===== config.mk =====
export PLATFORM = sky130hd
export DESIGN_NAME = sector_erase_collector
export DESIGN_NICKNAME = d
export VERILOG_FILES = /design/src/rtl/sector_erase_collector.sv
export SDC_FILE = /design/constraint.sdc
export NUM_CORES = 1
export LEC_CHECK = 0
export BUFFER_PORTS_ARGS = -buffer_cell sky130_fd_sc_hd__buf_2
export CORE_MARGIN = 2
export CORE_UTILIZATION = 51
export CTS_BUF_LIST = sky130_fd_sc_hd__clkbuf_4 sky130_fd_sc_hd__clkbuf_8 sky130_fd_sc_hd__clkbuf_16
export DETAILED_ROUTE_END_ITERATION = 10
export HOLD_SLACK_MARGIN = 0.1
export PLACE_DENSITY = 0.78
export SLEW_MARGIN = 10
export SYNTH_ARGS = -nofsm -noshare
export SYNTH_HDL_FRONTEND = slang
export SYNTH_SLANG_ARGS = --single-unit

===== constraint.sdc =====
create_clock -name clk -period 2.4 [get_ports clk]
set_clock_uncertainty 0.2 [all_clocks]
set_input_delay 0.48 -clock clk [delete_from_list [all_inputs] [get_ports clk]]
set_output_delay 0.48 -clock clk [all_outputs]
set_load 0.01 [all_outputs]

===== src/rtl/sector_erase_collector.sv =====
module sector_erase_collector #(
  parameter int SECTORS       = 8,
  parameter int WINDOW_CYCLES = 64,
  parameter int SEC_W         = $clog2(SECTORS)
) (
  input  logic               clk,
  input  logic               rst_n,
  input  logic               load_i,
  input  logic [SEC_W-1:0]   load_sector_i,
  input  logic               other_cmd_i,
  input  logic               suspend_i,
  input  logic               we_fall_i,
  input  logic               erase_done_i,
  output logic [SECTORS-1:0] sector_mask_o,
  output logic               erase_start_o,
  output logic               window_expired_o
);

  localparam int CNT_W = (WINDOW_CYCLES > 2) ? $clog2(WINDOW_CYCLES) : 1;
  localparam logic [CNT_W-1:0] LAST = CNT_W'(WINDOW_CYCLES - 1);

  typedef enum logic [1:0] {S_IDLE, S_OPEN, S_ERASE} state_t;

  state_t             state;
  logic [CNT_W-1:0]   cnt;
  logic [SECTORS-1:0] mask;
  logic               start_q;

  wire [SECTORS-1:0] sec_bit = SECTORS'(1) << load_sector_i;
  wire restart  = load_i | we_fall_i;
  wire timeout  = (cnt == LAST) && !restart;

  always_ff @(posedge clk) begin
    if (!rst_n) begin
      state   <= S_IDLE;
      cnt     <= '0;
      mask    <= '0;
      start_q <= 1'b0;
    end else begin
      start_q <= 1'b0;
      unique case (state)
        S_IDLE: if (load_i && !other_cmd_i) begin
          state <= S_OPEN;
          mask  <= sec_bit;
          cnt   <= '0;
        end
        S_OPEN: begin
          if (other_cmd_i) begin
            state <= S_IDLE;
            mask  <= '0;
          end else if (suspend_i || timeout) begin
            state   <= S_ERASE;
            start_q <= 1'b1;
          end else if (restart) begin
            cnt <= '0;
            if (load_i) mask <= mask | sec_bit;
          end else begin
            cnt <= cnt + 1'b1;
          end
        end
        S_ERASE: if (other_cmd_i || erase_done_i) begin
          state <= S_IDLE;
          mask  <= '0;
        end
        default: state <= S_IDLE;
      endcase
    end
  end

  assign sector_mask_o    = mask;
  assign erase_start_o    = start_q;
  assign window_expired_o = (state != S_OPEN);

  p_start_single_r4: assert property (@(posedge clk) disable iff (!rst_n)
    erase_start_o |=> !erase_start_o);

  p_start_with_expiry_r4: assert property (@(posedge clk) disable iff (!rst_n)
    erase_start_o |-> window_expired_o && (sector_mask_o != '0));

  p_frozen_after_expiry_r6: assert property (@(posedge clk) disable iff (!rst_n)
    (state == S_ERASE && !other_cmd_i && !erase_done_i) |=> $stable(sector_mask_o));

  p_suspend_ends_window_r7: assert property (@(posedge clk) disable iff (!rst_n)
    (!window_expired_o && suspend_i && !other_cmd_i) |=> erase_start_o);

  p_abort_clears_r8: assert property (@(posedge clk) disable iff (!rst_n)
    other_cmd_i |=> (sector_mask_o == '0) && !erase_start_o);

  p_load_sets_bit_r3: assert property (@(posedge clk) disable iff (!rst_n)
    (!window_expired_o && load_i && !other_cmd_i && !suspend_i) |=>
      ((sector_mask_o & $past(sec_bit)) != '0) &&
      ((sector_mask_o & $past(sector_mask_o)) == $past(sector_mask_o)));

  p_done_clears_r9: assert property (@(posedge clk) disable iff (!rst_n)
    (state == S_ERASE && erase_done_i) |=> (sector_mask_o == '0));

endmodule


# Word level (Yosys, flattened, before mapping)
# Cells that the tools add are included.
# W data, S select, Z words.
[word_totals]
output_inout_bits = 10
reg_bits = 17
[op_classes]
n_mux = 18
addsub = 1
shift = 1
n_bitwise = 4
eq_ne = 12
n_reduce_logical = 13
[ops]
columns = ["cell", "count"]
rows = [
  ["$mux W8", 6],
  ["$mux W6", 4],
  ["$pmux W8 S3", 1],
  ["$ne A3 B3 Y1 const B", 4],
  ["$pmux W6 S2", 1],
  ["$mux W2", 4],
  ["$ne A2 B2 Y1 const B", 4],
  ["$or A8 B8 Y8", 1],
  ["$shl A1 B3 Y8 const A", 1],
  ["$add A6 B1 Y6 const B", 1],
  ["$eq A6 B6 Y1 const B", 1],
  ["$pmux W2 S3", 1],
  ["$reduce_and A6 Y1", 1],
  ["$reduce_and A4 Y1", 1],
  ["$reduce_and A3 Y1", 1],
  ["$reduce_bool A3 Y1", 1],
  ["$reduce_or A3 Y1", 1],
  ["$eq A2 B1 Y1 const B", 1],
  ["$eq A2 B2 Y1 const B", 1],
  ["$logic_and A1 B1 Y1", 2],
  ["$logic_not A1 Y1", 2],
  ["$logic_not A2 Y1", 1],
  ["$logic_or A1 B1 Y1", 2],
  ["$ne A2 B1 Y1 const B", 1],
  ["other kinds (4)", 5],
]

# Depth between registers and ports, before layout
[depth]
ltp_word = 7
depth_mapped = 6
depth_no_buf = 6

# Worst setup path after synthesis
# Ideal clock, no wire load.
[synth_path]
path_kind = "reg2reg"
startpoint = "register state[0]"
endpoint = "register cnt[2]"
slack_ns = 0.415
stages_incl_launch_ff = 7
t_arrival_ns = 1.668
path_buffers = 0
synth_period_minus_slack_ns = 1.985
required_time_ns = 2.083
path_cell_list = "dfxtp_1 inv_1 ha_1 nor2b_1 a2111oi_4 o211ai_1 a32o_2"
[synth_between]
elab_chain_cells = 3
word_cells_on_any_way = 8
cone_classes = "eq/ne: 4; mux: 1; reduce/logical: 3"
[synth_rtl]
columns = ["item", "line", "source"]
rows = [
  ["from (decl)", "24", "state_t state;"],
  ["from (signal assigned)", "35", "state <= S_IDLE;"],
  ["from (signal assigned)", "43", "state <= S_OPEN;"],
  ["from (signal assigned)", "49", "state <= S_IDLE;"],
  ["$eq A2 B1 Y1 / $logic_not A2 Y1 (equally long branches)", "41", "unique case (state)"],
  ["$ne A2 B2 Y1 (no line) / $reduce_bool A2 Y1 (equally long branches)", "-", ""],
  ["$reduce_and A4 Y1 (no line)", "-", ""],
  ["to (signal assigned)", "58", "cnt <= cnt + 1'b1;"],
  ["to (decl)", "25", "logic [CNT_W-1:0] cnt;"],
]
# Parallel ways exist; a longest one is shown, timed or not.
# A chain may end at the register's enable or synchronous reset.

# Final worst setup path
[layout_path]
startpoint = "register state[0]"
endpoint = "register cnt[4]"
# The elaborated chain is that of the path after synthesis.

==> results.toml <==
[flow_run]
cap_violations = 0

[routing]
avgRoutedWirePerCell_um = 14.2
drc = 0
wl_mm = 1.86
firstDrtPassIters = 4
drtIter0Drc = 28
routed_via_density = 6.14
antenna_left = 0
vias = 804

[synth]
synth-async-reset-ratio_pct = 0
synth_most_common_cell = "dfxtp_1"
synthesis.area_um2 = 902
synth_commonest_cells = "17 x dfxtp_1, 8 x o2bb2ai_1, 7 x nand2_1"
dominantRegCellSynth = "dfxtp_1"
avgSynthCellArea_um2 = 9.81
synth-warning-count = 0
synthCells = 92
syn_nets = 107
synth_edf_count = 0
synth_top_area_share_pct = 37.7
ys_seq_area_share_pct = 37.7
ys_types = 40
synth.largest_area_cell = "dfxtp_1"
synth.area.top_cells = "dfxtp_1 38%, o2bb2ai_1 7.8%, ha_1 6.9%, a32o_1 3.3%, a2111oi_4 3.1%"
synth-seq-cells = 17

[clock_network]
cts_buffer_depth = 2
cts_resized = 0
htreeDepth = 1
cts-root-buf = "clkbuf_4"
numCtsBuffers = 3
hold_buffers = 0
cts_post_setup_buffers_inserted = 0
cts_tree = "yes"
path_clk_slew_ns = 0.09
numClockSinks = 17
clock_latency_ns = 0.29

[timing]
holdWs_ns = 0.266
fin_crit_ns = 2.19
slew_viol_final = 0
maxSlewHeadroom_pct = 65.7
rsz0062_at_grt = "no"
finalCritPeriodShare_pct = 91.3
worst_slack_ns = 0.209
final-setup-viol-count = 0
tightest_slew_ns = 0.513
finalHoldViolCount = 0
fin_setup_tns_ns = 0
max_freq_ghz = 0.457

[finish]
final_nets = 130
antenna_cells = 0
drive_gt1_share_pct = 28.1
area_growth_pct = 15.0
final_cell_area_mm2 = 0.00104
fillers = 139

[global_routing]
overflow = 0
grt_max_degree = 14
grt.total_usage_pct = 20.3
grt_pass1_vias = 772
antenna_found_initial = 0
grt_pass1_wl_mm = 3.19

[place]
routabilityCongestion = 0.836
dp_hpwl_mm = 1.37
post-place-ws_ns = 0.223
placed_area_mm2 = 0.00101
port_buffers = 19

[critical_path]
slowest_delay_ns = 0.53
end_kind = "flip-flop"
crit_family = "compound AO/OA/AOI/OAI gates"
arrival_ns = 2.18
path_buf_inv = 1
reg2reg_to = "cnt[4]"
worstPathCellList = "inv_1 > ha_1 > nor2b_1 > a2111oi_4 > o211ai_1 > a32o_1"
r2r_start = "state[0]"
critPathLaunchType = "flip-flop"
path_class = "flip-flop to flip-flop"
reg2reg_slack_ns = 0.21
worstPathRequired_ns = 2.39
cp_slowest_cell = "a2111oi_4"
reg2regPathDepth = 6
crit_fanout = 8

[min_path]
hold_end = "sector_mask_o[7]"
hold_class = "flip-flop to flip-flop"
min-delay-start = "sector_mask_o[7]"
timing.hold.worst_path_depth = 1

[floorplan]
dieArea_mm2 = 0.00212
die_w_um = 46.1
core.rowCount = 15
ioPinCount = 20
die_h_um = 46.1
initial_core_util_pct = 53.4
core_mm2 = 0.00169

[run_status]
status = "complete, no violations"

[power_and_ir_drop]
p_leak_nw = 0.424
power.ir.vdd_worst_uv = 413
p_per_area_mw_per_mm2 = 756
p_total_w = 0.000784
==> registers in the layout, summed over array words and instances, names as in the netlist <==
name,count
erase_start_o,1
sector_mask_o,8
state,2
cnt,6
==> power breakdown <==
group	total, W	internal [W]	switching, W
Sequential	0.000323	0.000306	0.0000171
Combinational	0.000311	0.000122	0.000189
Clock	0.000150	0.0000621	0.0000880
==> area by class of cell <==
class	count	area [um^2]	area share, %
clock buffers	3	22.5	2.17
clock inverters	1	5.00	0.483
inverters	6	22.5	2.17
multi-input cells	68	531	51.1
flip-flops and latches	17	340	32.8
well taps	17	21.3	2.05
repair buffers	19	95.1	9.17
==> per-stage QoR <==
stage               instances  utilization [%]
floorplan                  92                -
global placement          127             59.8
detailed placement        127             59.8
CTS                       131             61.4
global route              131             61.4
finish                    131             61.4
==> per-layer routing <==
| metal | up-vias | routed length, um | GRT usage, % | part of all wire (%) |
|---|---|---|---|---|
| met5 | - | 0 | 0 | 0 |
| met4 | 0 | 0 | 5.71 | 0 |
| met3 | 0 | 86 | 6.67 | 4.6 |
| met2 | 24 | 947 | 33.3 | 51 |
| met1 | 381 | 828 | 25.3 | 44 |
| li1 | 399 | - | - | - |
==> worst max-delay path by stage <==
| stage | start | endpoint | slack (ns) | cells after the start |
|---|---|---|---|---|
| 6_report | state[0] | cnt[4] | 0.21 | 6 |
| 5_1_grt | state[0] | cnt[2] | 0.06 | 6 |
| 4_1_cts | state[0] | cnt[4] | 0.21 | 6 |
| 3_5_place_dp | state[0] | cnt[4] | 0.22 | 6 |
| 3_3_place_gp | state[0] | cnt[2] | 0.32 | 6 |
| 2_1_floorplan | state[0] | cnt[2] | 0.42 | 6 |
==> layout by cell type (no fill, tap or decap), drive strengths merged, types with 4 or more instances in the layout <==
cell and n:
buf 19, nand2 7, nand3 5, a32o 4, dfxtp 17, inv 5
o2bb2ai 8, ha 5
==> logic make-up after synthesis <==
| logic type | after synthesis | share of synthesized area, % |
|---|---|---|
| adders and majority gates | 5 | 6.93 |
| DFF | 17 | 37.7 |
| muxes | 1 | 1.11 |
| and+or+nand+nor | 35 | 24.1 |
| buffers and inverters | 7 | 3.47 |
| AOI/OAI and AO/OA | 27 | 26.6 |
Power figures use the tool's default switching activity.
